$ cat config.mk
export PLATFORM = sky130hd
export DESIGN_NAME = im0_responder
export DESIGN_NICKNAME = d
export VERILOG_FILES = /design/src/rtl/im0_pkg.sv /design/src/rtl/im0_cfg_regs.sv /design/src/rtl/im0_arbiter.sv /design/src/rtl/im0_ack_seq.sv /design/src/rtl/im0_responder.sv
export SDC_FILE = /design/constraint.sdc
export NUM_CORES = 1
export LEC_CHECK = 0
export ABC_AREA = 1
export BUFFER_PORTS_ARGS = -buffer_cell sky130_fd_sc_hd__buf_2
export CELL_PAD_IN_SITES_DETAIL_PLACEMENT = 0
export CELL_PAD_IN_SITES_GLOBAL_PLACEMENT = 1
export CORE_MARGIN = 2
export CORE_UTILIZATION = 30
export DETAILED_ROUTE_END_ITERATION = 6
export HOLD_SLACK_MARGIN = 0.05
export PLACE_DENSITY = 0.6
export SKIP_LAST_GASP = 1
export SLEW_MARGIN = 20
export SYNTH_ARGS = -nofsm -noshare
export SYNTH_HDL_FRONTEND = slang
export SYNTH_SLANG_ARGS = --single-unit
$ cat constraint.sdc
create_clock -name clk -period 6.6 [get_ports clk]
set_clock_uncertainty 0.05 [all_clocks]
set_input_delay 0.66 -clock clk [delete_from_list [all_inputs] [get_ports clk]]
set_output_delay 0.66 -clock clk [all_outputs]
set_load 0.05 [all_outputs]
$ cat src/rtl/im0_pkg.sv
package im0_pkg;

    localparam int unsigned BYTE_W = 8;

    typedef enum logic [2:0] {
        S_IDLE,
        S_ACK,
        S_WAIT_LO,
        S_DRV_LO,
        S_WAIT_HI,
        S_DRV_HI
    } seq_state_t;

    localparam logic [2:0] A_CTRL    = 3'd0;
    localparam logic [2:0] A_MASK    = 3'd1;
    localparam logic [2:0] A_EOI     = 3'd2;
    localparam logic [2:0] A_VBASE   = 3'd3;
    localparam logic [2:0] A_CALL_LO = 3'd4;
    localparam logic [2:0] A_CALL_HI = 3'd5;

    localparam logic [BYTE_W-1:0] OP_CALL = 8'hCD;

    function automatic logic [BYTE_W-1:0] restart_op(input logic [2:0] vec);
        return {2'b11, vec, 3'b111};
    endfunction

endpackage

$ cat src/rtl/im0_cfg_regs.sv
module im0_cfg_regs
    import im0_pkg::*;
#(
    parameter int unsigned NUM_REQ = 4
) (
    input  logic               clk,
    input  logic               rst_n,
    input  logic               we,
    input  logic [2:0]         addr,
    input  logic [BYTE_W-1:0]  wdata,
    output logic               en,
    output logic               call_mode,
    output logic               guard,
    output logic [NUM_REQ-1:0] mask,
    output logic [2:0]         vbase,
    output logic [15:0]        call_base,
    output logic               eoi_pulse,
    output logic [NUM_REQ-1:0] eoi_bits
);

    logic unused_wdata;
    assign unused_wdata = &{1'b0, wdata};

    always_ff @(posedge clk or negedge rst_n) begin
        if (!rst_n) begin
            en        <= 1'b0;
            call_mode <= 1'b0;
            guard     <= 1'b0;
            mask      <= '0;
            vbase     <= '0;
            call_base <= '0;
        end else if (we) begin
            unique case (addr)
                A_CTRL: begin
                    en        <= wdata[0];
                    call_mode <= wdata[1];
                    guard     <= wdata[2];
                end
                A_MASK:    mask            <= wdata[NUM_REQ-1:0];
                A_VBASE:   vbase           <= wdata[2:0];
                A_CALL_LO: call_base[7:0]  <= wdata;
                A_CALL_HI: call_base[15:8] <= wdata;
                default: ;
            endcase
        end
    end

    always_comb begin
        eoi_pulse = we && (addr == A_EOI);
        eoi_bits  = wdata[NUM_REQ-1:0];
    end

endmodule

$ cat src/rtl/im0_arbiter.sv
module im0_arbiter
    import im0_pkg::*;
#(
    parameter int unsigned NUM_REQ = 4,
    localparam int unsigned IW = (NUM_REQ > 1) ? $clog2(NUM_REQ) : 1
) (
    input  logic               clk,
    input  logic               rst_n,
    input  logic [NUM_REQ-1:0] irq_req,
    input  logic               en,
    input  logic               call_mode,
    input  logic               guard,
    input  logic [NUM_REQ-1:0] mask,
    input  logic [2:0]         vbase,
    input  logic               busy,
    input  logic               take,
    input  logic               eoi_pulse,
    input  logic [NUM_REQ-1:0] eoi_bits,
    output logic               int_n,
    output logic               win_valid,
    output logic [IW-1:0]      win_idx,
    output logic [2:0]         win_vec
);

    logic [NUM_REQ-1:0] req_q;
    logic [NUM_REQ-1:0] isr_q;
    logic [NUM_REQ-1:0] guarded;
    logic [NUM_REQ-1:0] eligible;
    logic [2:0]         vec_of [NUM_REQ];

    for (genvar g = 0; g < NUM_REQ; g++) begin : g_line
        assign vec_of[g]  = 3'(g) + vbase;
        assign guarded[g] = guard && !call_mode &&
                            ((vec_of[g] == 3'd0) || (vec_of[g] == 3'd7));
    end

    always_ff @(posedge clk or negedge rst_n) begin
        if (!rst_n) req_q <= '0;
        else        req_q <= irq_req;
    end

    always_comb begin
        eligible = req_q & ~mask & ~isr_q & ~guarded & {NUM_REQ{en}};
    end

    always_comb begin
        win_valid = 1'b0;
        win_idx   = '0;
        win_vec   = '0;
        for (int i = NUM_REQ - 1; i >= 0; i--) begin
            if (eligible[i]) begin
                win_valid = 1'b1;
                win_idx   = IW'(i);
                win_vec   = vec_of[i];
            end
        end
    end

    always_comb begin
        int_n = !((|eligible) && !busy);
    end

    always_ff @(posedge clk or negedge rst_n) begin
        if (!rst_n) begin
            isr_q <= '0;
        end else begin
            isr_q <= (isr_q & ~(eoi_pulse ? eoi_bits : '0)) |
                     (take ? (NUM_REQ'(1) << win_idx) : '0);
        end
    end

    a_r3_lowest_wins: assert property (@(posedge clk) disable iff (!rst_n)
        win_valid |-> ((eligible & ((NUM_REQ'(1) << win_idx) - NUM_REQ'(1))) == '0));

    a_r5_guard_skips_edges: assert property (@(posedge clk) disable iff (!rst_n)
        (guard && !call_mode && win_valid) |-> (win_vec != 3'd0 && win_vec != 3'd7));

    a_r8_take_marks_service: assert property (@(posedge clk) disable iff (!rst_n)
        take |=> isr_q[$past(win_idx)]);

endmodule

$ cat src/rtl/im0_ack_seq.sv
module im0_ack_seq
    import im0_pkg::*;
#(
    parameter int unsigned NUM_REQ = 4,
    localparam int unsigned IW = (NUM_REQ > 1) ? $clog2(NUM_REQ) : 1
) (
    input  logic              clk,
    input  logic              rst_n,
    input  logic              m1_n,
    input  logic              iorq_n,
    input  logic              mreq_n,
    input  logic              rd_n,
    input  logic              win_valid,
    input  logic [IW-1:0]     win_idx,
    input  logic [2:0]        win_vec,
    input  logic              call_mode,
    input  logic [15:0]       call_base,
    output logic              take,
    output logic              busy,
    output logic [BYTE_W-1:0] data_out,
    output logic              data_oe
);

    seq_state_t state_q, state_d;
    logic       ack_live, mrd_live, ack_seen_q;
    logic       call_q;
    logic [BYTE_W-1:0] op_q, lo_q, hi_q;
    logic [15:0] target;

    assign ack_live = !m1_n && !iorq_n;
    assign mrd_live = !mreq_n && !rd_n && m1_n;
    assign target   = call_base + (16'(win_idx) << 3);
    assign take     = (state_q == S_IDLE) && ack_live && !ack_seen_q && win_valid;
    assign busy     = (state_q != S_IDLE);

    always_comb begin
        state_d = state_q;
        unique case (state_q)
            S_IDLE:    if (take)      state_d = S_ACK;
            S_ACK:     if (!ack_live) state_d = call_q ? S_WAIT_LO : S_IDLE;
            S_WAIT_LO: if (mrd_live)  state_d = S_DRV_LO;
            S_DRV_LO:  if (!mrd_live) state_d = S_WAIT_HI;
            S_WAIT_HI: if (mrd_live)  state_d = S_DRV_HI;
            S_DRV_HI:  if (!mrd_live) state_d = S_IDLE;
            default:                  state_d = S_IDLE;
        endcase
    end

    always_ff @(posedge clk or negedge rst_n) begin
        if (!rst_n) begin
            state_q    <= S_IDLE;
            ack_seen_q <= 1'b0;
            call_q     <= 1'b0;
            op_q       <= '0;
            lo_q       <= '0;
            hi_q       <= '0;
        end else begin
            state_q    <= state_d;
            ack_seen_q <= ack_live;
            if (take) begin
                call_q <= call_mode;
                op_q   <= call_mode ? OP_CALL : restart_op(win_vec);
                lo_q   <= target[7:0];
                hi_q   <= target[15:8];
            end
        end
    end

    always_comb begin
        data_oe  = 1'b0;
        data_out = '0;
        unique case (state_q)
            S_ACK: begin
                data_oe  = ack_live;
                data_out = ack_live ? op_q : '0;
            end
            S_DRV_LO: begin
                data_oe  = mrd_live;
                data_out = mrd_live ? lo_q : '0;
            end
            S_DRV_HI: begin
                data_oe  = mrd_live;
                data_out = mrd_live ? hi_q : '0;
            end
            default: ;
        endcase
    end

    a_r7_drive_inside_read: assert property (@(posedge clk) disable iff (!rst_n)
        data_oe |-> (ack_live || mrd_live));

    a_r7_idle_silent: assert property (@(posedge clk) disable iff (!rst_n)
        (state_q == S_IDLE) |-> !data_oe);

    a_r4_restart_form: assert property (@(posedge clk) disable iff (!rst_n)
        (data_oe && state_q == S_ACK && !call_q) |->
            (data_out[7:6] == 2'b11 && data_out[2:0] == 3'b111));

    a_r6_high_after_low: assert property (@(posedge clk) disable iff (!rst_n)
        (state_q == S_DRV_HI) |-> ($past(state_q) == S_WAIT_HI || $past(state_q) == S_DRV_HI));

endmodule

$ cat src/rtl/im0_responder.sv
module im0_responder
    import im0_pkg::*;
#(
    parameter int unsigned NUM_REQ = 4
) (
    input  logic               clk,
    input  logic               rst_n,
    input  logic [NUM_REQ-1:0] irq_req,
    input  logic               cfg_we,
    input  logic [2:0]         cfg_addr,
    input  logic [7:0]         cfg_wdata,
    input  logic               m1_n,
    input  logic               iorq_n,
    input  logic               mreq_n,
    input  logic               rd_n,
    output logic               int_n,
    output logic [7:0]         bus_dout,
    output logic               bus_doe
);

    localparam int unsigned IW = (NUM_REQ > 1) ? $clog2(NUM_REQ) : 1;

    logic               en, call_mode, guard, eoi_pulse;
    logic [NUM_REQ-1:0] mask, eoi_bits;
    logic [2:0]         vbase, win_vec;
    logic [15:0]        call_base;
    logic               win_valid, take, busy;
    logic [IW-1:0]      win_idx;

    im0_cfg_regs #(.NUM_REQ(NUM_REQ)) u_cfg (
        .clk(clk), .rst_n(rst_n), .we(cfg_we), .addr(cfg_addr), .wdata(cfg_wdata),
        .en(en), .call_mode(call_mode), .guard(guard), .mask(mask), .vbase(vbase),
        .call_base(call_base), .eoi_pulse(eoi_pulse), .eoi_bits(eoi_bits)
    );

    im0_arbiter #(.NUM_REQ(NUM_REQ)) u_arb (
        .clk(clk), .rst_n(rst_n), .irq_req(irq_req), .en(en), .call_mode(call_mode),
        .guard(guard), .mask(mask), .vbase(vbase), .busy(busy), .take(take),
        .eoi_pulse(eoi_pulse), .eoi_bits(eoi_bits), .int_n(int_n),
        .win_valid(win_valid), .win_idx(win_idx), .win_vec(win_vec)
    );

    im0_ack_seq #(.NUM_REQ(NUM_REQ)) u_seq (
        .clk(clk), .rst_n(rst_n), .m1_n(m1_n), .iorq_n(iorq_n), .mreq_n(mreq_n),
        .rd_n(rd_n), .win_valid(win_valid), .win_idx(win_idx), .win_vec(win_vec),
        .call_mode(call_mode), .call_base(call_base), .take(take), .busy(busy),
        .data_out(bus_dout), .data_oe(bus_doe)
    );

    a_r9_int_quiet_in_sequence: assert property (@(posedge clk) disable iff (!rst_n)
        busy |-> int_n);

    a_r2_disabled_no_int: assert property (@(posedge clk) disable iff (!rst_n)
        !en |-> int_n);

endmodule

# ---- Yosys cells after proc, flatten, opt, wreduce, memory -nomap -nowiden
# Cells that the tools add are included.
dict set report totals {
  register_bits 63
  in_bits 22
  output_inout_bits 10
}
dict set report op_classes {
  addsub 4
  n_eq_ne 20
  n_shift 1
  n_mux 28
  bitwise 10
  reduce_logical 40
}
# op n
set op_table {}
lappend op_table {{two-way mux 3 bit} 10}
lappend op_table {{== test 3 bit (second input constant)} 8}
lappend op_table {{two-way mux 8 bit} 3}
lappend op_table {{one-hot mux 8 bit (3 select lines)} 1}
lappend op_table {{AND 4 bit} 5}
lappend op_table {{logical NOT 3 bit} 6}
lappend op_table {{one-hot mux 3 bit (6 select lines)} 1}
lappend op_table {{adder 16 x 5 -> 16 bit} 1}
lappend op_table {{NOT 4 bit} 4}
lappend op_table {{logical AND 1 bit} 13}
lappend op_table {{== test 3 x 2 -> 1 bit (second input constant)} 4}
lappend op_table {{two-way mux 2 bit} 5}
lappend op_table {{AND reduction 2 bit} 5}
lappend op_table {{logical NOT 1 bit} 8}
lappend op_table {{two-way mux 4 bit} 2}
lappend op_table {{!= test 2 bit (second input constant)} 4}
lappend op_table {{adder 2 x 3 -> 3 bit (first input constant)} 2}
lappend op_table {{== test 3 x 1 -> 1 bit (second input constant)} 2}
lappend op_table {{two-way mux 6 bit} 1}
lappend op_table {{AND reduction 6 bit} 1}
lappend op_table {{logical OR 1 bit} 4}
lappend op_table {{two-way mux 1 bit} 4}
lappend op_table {{!= test 2 x 1 -> 1 bit (second input constant)} 2}
lappend op_table {{OR 4 bit} 1}
lappend op_table {{other kinds (6)} 6}

# ---- Longest topological paths before layout
# Gate-level depths: netlist (run 1).
dict set report logic_depth {
  depth_word 14
  mapped_depth 20
}

# ---- Modules after synthesis
# From an unflattened synthesis (run 1), not the netlist that was laid out.
dict set report hier_totals {
  cells_unflattened 469
  area_unflattened_um2 3621.0
}
# mod instances cells_each area_per_inst_um2
set by_module_without_submodules {}
lappend by_module_without_submodules {im0_ack_seq 1 223 1647.8}
lappend by_module_without_submodules {im0_cfg_regs 1 129 1099.8}
lappend by_module_without_submodules {im0_arbiter 1 117 873.3}

# ---- Worst setup path after synthesis (run 1)
# No wires, ideal clock.
dict set report synth_path {
  path_kind {input port to output port}
  start {input m1_n}
  end {output bus_dout[1]}
  arrival_ps 1977
  t_required_ps 5890
  slack_ps 3913
  path_stages 3
  path_cell_list {nor2_1 nand2_1 o21ai_0}
}
dict set report synth_between {
  elab_chain_cells 4
  word_cells_on_any_way 7
  classes_between {4 x mux; 3 x reduce/logical}
}
# item line_no
set synth_lines {}
lappend synth_lines {{start: declaration} im0_responder.sv:12} ;# input logic m1_n,
lappend synth_lines {{logical NOT 1 bit} im0_ack_seq.sv:30} ;# assign ack_live = !m1_n && !iorq_n;
lappend synth_lines {{logical AND 1 bit} im0_ack_seq.sv:30}
lappend synth_lines {{two-way mux 8 bit} im0_ack_seq.sv:75} ;# data_out = ack_live ? op_q : '0;
lappend synth_lines {{one-hot mux 8 bit (3 select lines) *} im0_ack_seq.sv:72} ;# unique case (state_q)
lappend synth_lines {{end: declaration} im0_responder.sv:17} ;# output logic [7:0] bus_dout,
# Mark *: on every way between the ends. The rest lies on a longest branch, timed or not.

# ---- Worst setup path in the final report (run 1)
dict set report layout_path {
  start {register u_cfg.vbase[1]}
  end {output int_n}
}
dict set report layout_between {
  elab_chain_cells 10
  word_cells_on_any_way 25
  classes_between {3 x add/sub; 4 x eq/ne; 3 x bitwise; 15 x reduce/logical}
}
# item line_no
set layout_lines {}
lappend layout_lines {{start: declaration} im0_cfg_regs.sv:15} ;# output logic [2:0] vbase,
lappend layout_lines {{start signal: assignment} im0_cfg_regs.sv:40} ;# A_VBASE: vbase <= wdata[2:0];
lappend layout_lines {{adder 1 x 3 -> 3 bit / adder 2 x 3 -> 3 bit (equally long branches)} im0_arbiter.sv:32} ;# assign vec_of[g] = 3'(g) + vbase;
lappend layout_lines {{== test 3 bit / logical NOT 3 bit (equally long branches)} im0_arbiter.sv:34} ;# ((vec_of[g] == 3'd0) || (vec_of[g] == 3'd7));
lappend layout_lines {{logical OR 1 bit} im0_arbiter.sv:34}
lappend layout_lines {{logical AND 1 bit} im0_arbiter.sv:33} ;# assign guarded[g] = guard && !call_mode &&
lappend layout_lines {{NOT 4 bit *} im0_arbiter.sv:43} ;# eligible = req_q & ~mask & ~isr_q & ~guarded & {NUM_REQ{en}};
lappend layout_lines {{AND 4 bit * (2 in a row)} im0_arbiter.sv:43}
lappend layout_lines {{OR reduction 4 bit *} im0_arbiter.sv:60} ;# int_n = !((|eligible) && !busy);
lappend layout_lines {{logical AND 1 bit *} im0_arbiter.sv:60}
lappend layout_lines {{logical NOT 1 bit *} im0_arbiter.sv:60}
lappend layout_lines {{end: declaration} im0_responder.sv:16} ;# output logic int_n,
# Marked as above.

==> flow_summary_export.csv, run 1 <==
group,metric,value,unit
run_status,outcome,"complete, no violations",
grt,grtUsageMet2,0.2089,
grt,gr-usage-met1,0.2148,
flow_run,maxCapViolCount,0,
sta,worst_slack,3.819,ns
routing,vias_per_cell,4.491,
clocking,ctsResizeCount,0,
clocking,htreeDepth,3,
sta,hold-worst-slack,0.3863,ns
worst_setup_path,reg2reg_depth,17,
clocking,clk_latency,0.32,ns
grt,use_met3,0.02592,
grt,grt_overflow,0,
floorplanning,fp.dieW,108.0,µm
grt,grt_pass1_vias,2536,
sta,fmaxAchievable,359.5,MHz
floorplanning,core,10420,µm²
min_path,min_path_cells,1,
worst_setup_path,worst_ep_arrival_time,2.07,ns
routing,first_pass_iters,5,
sta,setup_tns,0,ns
worst_setup_path,crit_chain,"inv_1, ha_1, inv_1, nand2_1, nand3_1, nand2_2, nand3_4, nand3_1, buf_2",
worst_setup_path,cp-start-kind,"register",
worst_setup_path,crit_path_end_kind,"primary output",
sta,period_share,0.4214,
worst_setup_path,rrSetupSlack,3.84,ns
pwr,power.leakage,1.972,nW
worst_setup_path,critical_path_class,"reg -> out",
cells_and_area,diodes,0,
placement,hpwlAfterDp,5.543,mm
pwr,ir_worst_vdd,115.0,µV
worst_setup_path,cpMaxStageDelayCell,"dfrtp_1",
placement,preCtsSetupSlack,3.816,ns
grt,grt.total_usage,0.1435,
sta,hold_viol,0,
worst_setup_path,path_delay_family,"simple AND/OR/NAND/NOR gates",
synthesis,yosysUniqueCellTypes,38,
grt,grt_pass1_wl,12.98,mm
sta,drv_slew,0,
cells_and_area,layout_commonest_cell,"nand2_1",
sta,slew_headroom,0.4909,
synthesis,ys_seq_elements,60,
worst_setup_path,slowest_delay,0.46,ns
synthesis,ys_async_sr_fraction,1.000,
routing,ant_nets,0,
clocking,clkTransAtPathRegs,0.07,ns
clocking,root_buffer,"clkbuf_8",
synthesis,yosysSeqAreaShare,0.4628,
clocking,cts_tree,"yes",
min_path,hold_start,"irq_req[2]",
floorplanning,dieArea,11660,µm²
pwr,p_per_area,335.6,nW/µm²
worst_setup_path,worstReg2RegEnd,"u_seq.hi_q[5]",
cells_and_area,drive_gt1_frac,0.1806,
sta,setup_viol,0,
synthesis,yosysWarnings,0,
synthesis,syn_inst,402,
synthesis,syn_avg_cell_area,8.071,µm²
worst_setup_path,worstReg2RegStart,"u_cfg.vbase[1]",
floorplanning,rows,37,
floorplanning,ios,32,
floorplanning,start_util,0.3115,
placement,dpl_cell_area,3541,µm²
clocking,cts_setup_buffers,0,
min_path,hp-class,"in -> reg",
clocking,cts_buffers,9,
worst_setup_path,crit_buf_inv,3,
sta,rsz0062_at_grt,"no",
routing,post-route-drc-count,0,
worst_setup_path,worstPathRequired,5.89,ns
cells_and_area,final_cell_mix,"115 x nand2_1, 60 x dfrtp_1, 56 x inv_1, 42 x o21ai_0, 31 x buf_2",
grt,grt_max_degree,61,
cells_and_area,fin_area,3765,µm²
synthesis,synth_flop_cell,"dfrtp_1",
grt,top_usage_layer,"met1",
sta,worst_pin_slew,0.7636,ns
placement,port_buffers,31,
grt,antenna_found_initial,0,
placement,gp_congestion,0.7786,
cells_and_area,nets,470,
clocking,cts_hold_buf,0,
synthesis,synth_edf_count,0,
synthesis,syn_area,3244,µm²
sta,min_period,2.781,ns
routing,vias,2600,
routing,wl,7.551,mm
clocking,clock-sinks,60,
routing,wl_per_cell,13.04,µm
floorplanning,die_h,108.0,µm
worst_setup_path,crit_path_max_fanout,7,
cells_and_area,syn_to_final_growth,16.04,%
routing,first_iter_violations,209,
clocking,cts_buffer_depth,2,
cells_and_area,fillers,1159,
min_path,hold_end,"u_arb.req_q[2]",
synthesis,synth_nets,433,
-- state kept, by name, indices dropped and copies added, names as in the netlist --
name / count
u_cfg.mask: 4
u_arb.req_q: 4
u_cfg.call_mode: 1
u_cfg.call_base: 16
u_seq.hi_q: 8
u_arb.isr_q: 4
u_seq.call_q: 1
u_cfg.vbase: 3
u_seq.state_q: 3
u_seq.op_q: 5
u_cfg.guard: 1
u_cfg.en: 1
u_seq.ack_seen_q: 1
u_seq.lo_q: 8
-- synthesized netlist by cell type (3+ instances only) --
| cell | number | area, µm² |
|---|---|---|
| nor3_1 | 5 | 25.02 |
| o21ai_1 | 7 | 35.03 |
| a22oi_1 | 4 | 30.03 |
| nand2_4 | 9 | 101.4 |
| inv_1 | 56 | 210.2 |
| nor2_1 | 21 | 78.83 |
| a21oi_1 | 4 | 20.02 |
| o21ai_2 | 3 | 26.28 |
| nand3_1 | 24 | 120.1 |
| nand2_1 | 115 | 431.7 |
| dfrtp_1 | 60 | 1501 |
| o211ai_1 | 3 | 22.52 |
| nand4_1 | 3 | 18.77 |
| o21ai_0 | 42 | 210.2 |
| nand2_2 | 6 | 37.54 |
| ha_1 | 9 | 112.6 |
| nor2_2 | 3 | 18.77 |
-- cells by family (layout without fill, tap and decap cells) --
kind of cell	count (synthesis)	after routing	share of synthesized area
buffers and inverters	67	108	0.08716
adders and majority gates	9	9	0.03471
AOI/OAI and AO/OA	70	70	0.1230
and+or+nand+nor	193	193	0.2842
DFF	60	60	0.4628
xor gates and xnor gates	3	3	0.008100
-- area by class of cell --
class | count | area (µm²) | share of cell area
Clock inverter | 4 | 72.57 | 0.01928
Clock buffer | 11 | 151.4 | 0.04021
Sequential cell | 60 | 1501 | 0.3988
Multi-Input combinational cell | 275 | 1460 | 0.3878
Inverter | 61 | 246.5 | 0.06547
Tap cell | 136 | 170.2 | 0.04520
Timing Repair Buffer | 32 | 162.7 | 0.04320
-- where the power goes --
group / internal, W / total [W] / switching, W
logic: 0.000119 / 0.000347 / 0.000228
registers: 0.000467 / 0.000543 / 0.0000753
clock network: 0.000231 / 0.000374 / 0.000143
-- per-layer routing --
| metal | vias up | part of all wire |
|---|---|---|
| met4 | 0 | 0.0090 |
| met1 | 1182 | 0.55 |
| met2 | 51 | 0.41 |
| met3 | 5 | 0.030 |
| li1 | 1362 | - |
| met5 | - | 0 |
-- how the worst max path moves through the flow --
stage / startpoint / to / cells past startpoint
final: u_cfg.vbase[1] / int_n / 9
after global routing: u_cfg.vbase[1] / u_seq.hi_q[1] / 18
after CTS: u_cfg.vbase[1] / int_n / 9
after detailed placement: u_cfg.vbase[1] / u_seq.hi_q[5] / 17
after global placement: u_cfg.vbase[1] / u_seq.hi_q[5] / 17
after floorplan: m1_n / bus_dout[1] / 3
-- stage by stage --
| step | utilization | instances | total power [W] |
|---|---|---|---|
| CTS | 0.3614 | 579 | 0.001279 |
| detailed placement | 0.3399 | 564 | 0.0008998 |
| finish | 0.3614 | 579 | 0.001263 |
| global route | 0.3614 | 579 | 0.001355 |
| global placement | 0.3399 | 564 | 0.0008980 |
| floorplan | - | 402 | 0.0008027 |
(Power assumes the default switching activity.)
==> run 2, diff against run 1 <==
--- a/config.mk
+++ b/config.mk
@@ -5,7 +5,7 @@
 export SDC_FILE = /design/constraint.sdc
 export NUM_CORES = 1
 export LEC_CHECK = 0
-export ABC_AREA = 1
+export ABC_AREA = 0
 export BUFFER_PORTS_ARGS = -buffer_cell sky130_fd_sc_hd__buf_2
 export CELL_PAD_IN_SITES_DETAIL_PLACEMENT = 0
 export CELL_PAD_IN_SITES_GLOBAL_PLACEMENT = 1
@@ -13,7 +13,7 @@
 export CORE_UTILIZATION = 30
 export DETAILED_ROUTE_END_ITERATION = 6
 export HOLD_SLACK_MARGIN = 0.05
-export PLACE_DENSITY = 0.6
+export PLACE_DENSITY = 0.57
 export SKIP_LAST_GASP = 1
 export SLEW_MARGIN = 20
 export SYNTH_ARGS = -nofsm -noshare
==> constraint.sdc (replaced) <==
create_clock -name clk -period 2.82 [get_ports clk]
set_clock_uncertainty 0.05 [all_clocks]
set_input_delay 0.282 -clock clk [delete_from_list [all_inputs] [get_ports clk]]
set_output_delay 0.282 -clock clk [all_outputs]
set_load 0.05 [all_outputs]
==> flow_summary_export.csv, run 2 <==
group,metric,value,unit
run_status,outcome,"complete, no violations",
floorplanning,dieArea,11320,µm²
floorplanning,core,10230,µm²
worst_setup_path,cp-start-kind,"register",
floorplanning,start_util,0.3076,
grt,grtUsageMet2,0.2166,
worst_setup_path,worst_ep_arrival_time,2.91,ns
clocking,clk_latency,0.34,ns
worst_setup_path,crit_path_end_kind,"register",
clocking,clkTransAtPathRegs,0.07,ns
placement,hpwlAfterDp,5.621,mm
cells_and_area,final_cells,482,
cells_and_area,largest_reg_flops,16,
floorplanning,die_h,106.4,µm
floorplanning,ios,32,
sta,hold_viol,0,
clocking,cts_tree,"yes",
sta,period_share,0.9699,
synthesis,ys_seq_elements,60,
cells_and_area,layout_commonest_cell,"dfrtp_1",
sta,hold-worst-slack,0.08303,ns
cells_and_area,multiInputGateArea,1628,µm²
cells_and_area,nets,372,
flow_run,maxCapViolCount,0,
synthesis,yosys-top-cells-count,"60 x dfrtp_1, 50 x nand2_1, 26 x mux2_2",
pwr,power.leakage,1.740,nW
cells_and_area,top_regs,"u_cfg.call_base x16, u_seq.hi_q x8, u_seq.lo_q x8",
grt,gr-usage-met1,0.2111,
synthesis,synth.top_cell.area_share,0.4771,
sta,fmaxAchievable,365.6,MHz
worst_setup_path,crit_path_max_fanout,5,
sta,rsz0062_at_grt,"yes",
grt,grt.total_usage,0.1464,
cells_and_area,drive_gt1_frac,0.3439,
synthesis,yosys-top-cells-area,"dfrtp_1 48%, mux2_2 9.3%, nand2_1 6.0%, ha_1 3.6%, o21ai_2 3.1%",
grt,top_usage_layer,"met2",
grt,grt_max_degree,33,
pwr,p_per_area,797.4,nW/µm²
grt,grt_pass1_wl,12.75,mm
sta,drv_slew,0,
routing,post-route-drc-count,0,
min_path,hp-class,"in -> reg",
synthesis,ys_async_sr_fraction,1.000,
cells_and_area,regArea,1503,µm²
placement,gp_congestion,0.7970,
clocking,cts_buffer_depth,2,
cells_and_area,fillers,1049,
placement,place_inst,460,
clocking,clock-sinks,60,
grt,grt_pass1_vias,2362,
synthesis,synth_flop_cell,"dfrtp_1",
routing,ant_nets,0,
clocking,cts_buffers,9,
synthesis,yosysMostFrequentCell,"dfrtp_1",
synthesis,yosysWarnings,0,
routing,first_pass_iters,6,
sta,min_period,2.735,ns
synthesis,syn_area,3147,µm²
synthesis,syn_avg_cell_area,10.96,µm²
clocking,root_buffer,"clkbuf_8",
clocking,htreeDepth,3,
synthesis,synth_edf_count,0,
routing,vias,2292,
grt,antenna_found_initial,0,
sta,worst_pin_slew,0.8142,ns
sta,slew_headroom,0.4495,
floorplanning,fp.dieW,106.4,µm
floorplanning,rows,37,
synthesis,yosysSeqAreaShare,0.4771,
worst_setup_path,critical_path_class,"reg -> reg",
cells_and_area,max_flop_register,"u_cfg.call_base",
synthesis,synth_area_leader_cell,"dfrtp_1",
grt,grt_overflow,0,
placement,port_buffers,31,
routing,vias_per_cell,4.755,
grt,use_met3,0.02698,
worst_setup_path,worstPathRequired,2.99,ns
cells_and_area,syn_to_final_growth,23.70,%
routing,wl_per_cell,15.56,µm
cells_and_area,final_cell_mix,"59 x dfrtp_1, 50 x nand2_1, 31 x buf_2, 26 x mux2_2, 16 x buf_4",
cells_and_area,diodes,0,
sta,setup_viol,0,
synthesis,synth_nets,318,
pwr,ir_worst_vdd,260.7,µV
routing,wl,7.499,mm
cells_and_area,fin_util,0.3805,
routing,first_iter_violations,138,
synthesis,syn_inst,287,
synthesis,yosysUniqueCellTypes,47,
==> run 2: cell types whose count changed after synthesis, moves of 4 or more <==
cell      change
nand2_1      -65
inv_1        -48
o21ai_0      -34
mux2_2       +26
nand3_1      -20
nand2_4       -9
xor2_1        +9
nor2_1        -8
o21ai_2       +8
nand2_2       -6
a21o_1        +4
a222oi_1      +4
==> run 2: what timing repair did <==
item | 4_1_cts | 5_1_grt
hold buffers | 5 | 0
setup buffers | 0 | 1
setup endpoints to repair | 0 | 11
endpoints found under the hold margin | 34 | 0
gates resized for setup | 0 | 7
==> run 2: report_power, final <==
part,leakage [nW],internal (W),switching [W]
clock,0.102,0.000497,0.000350
combinational,0.898,0.000419,0.000502
sequential,0.740,0.00113,0.000210
total,1.74,0.00204,0.00106
==> run 2: path summary, 6_finish.rpt <==
kind | startpoint | endpoint | depth (start not counted) | slack (ns)
setup / recovery | u_cfg.vbase[1] | u_seq.hi_q[6] | 13 | 0.09
hold / removal | iorq_n | u_seq.ack_seen_q | 2 | 0.08
setup reg to reg | u_cfg.vbase[1] | u_seq.hi_q[6] | 13 | 0.09
hold reg to reg | u_seq.call_q | u_seq.call_q | 2 | 0.43
max in group asynchronous | rst_n | u_cfg.vbase[0] | 3 | 1.48
min in group asynchronous | rst_n | u_cfg.call_base[10] | 2 | 0.50
==> run 2: kinds of logic after synthesis <==
| family | Yosys count | synth area share |
|---|---|---|
| buffers and inverters | 18 | 0.02624 |
| DFF | 60 | 0.4771 |
| and+or+nand+nor | 94 | 0.1515 |
| xor gates and xnor gates | 13 | 0.03618 |
| adders and majority gates | 9 | 0.03579 |
| muxes | 28 | 0.1026 |
| AOI/OAI and AO/OA | 65 | 0.1706 |
==> run 2: metrics by stage <==
stage,setup WS (ns),setup TNS (ns),instance area [µm²],power (W)
2_1_floorplan,0.05332,0,3176,0.001946
3_3_place_gp,0.1095,0,3581,0.002233
3_5_place_dp,0.03244,0,3581,0.002240
4_1_cts,0.01847,0,3847,0.003109
5_1_grt,-0.01663,-0.01663,3892,0.003324
6_report,0.08501,0,3892,0.003104
==> run 2: cell type report <==
class	count	area share
flip-flops and latches	60	0.3860
well taps	136	0.04372
clock inverters	6	0.02282
repair buffers	53	0.08872
clock buffers	10	0.03279
multi-input cells	209	0.4182
inverters	8	0.007715
==> run 2: worst max-delay path, cell delays in order (launching register included) <==
cell and delay, ns:
dfrtp_1 0.39, inv_2 0.12, ha_4 0.22, mux2_4 0.19
a21o_1 0.13, nand3_2 0.12, a21oi_4 0.20, ha_4 0.20
a21oi_2 0.06, a2111oi_4 0.29, buf_4 0.20, o21ai_2 0.06
xnor2_1 0.13, mux2_2 0.25
==> run 2: metal layers <==
layer | part of all wire | wire length (µm)
met1 | 0.51 | 3802
met4 | 0.014 | 106
met3 | 0.030 | 222
met5 | 0 | 0
met2 | 0.45 | 3367
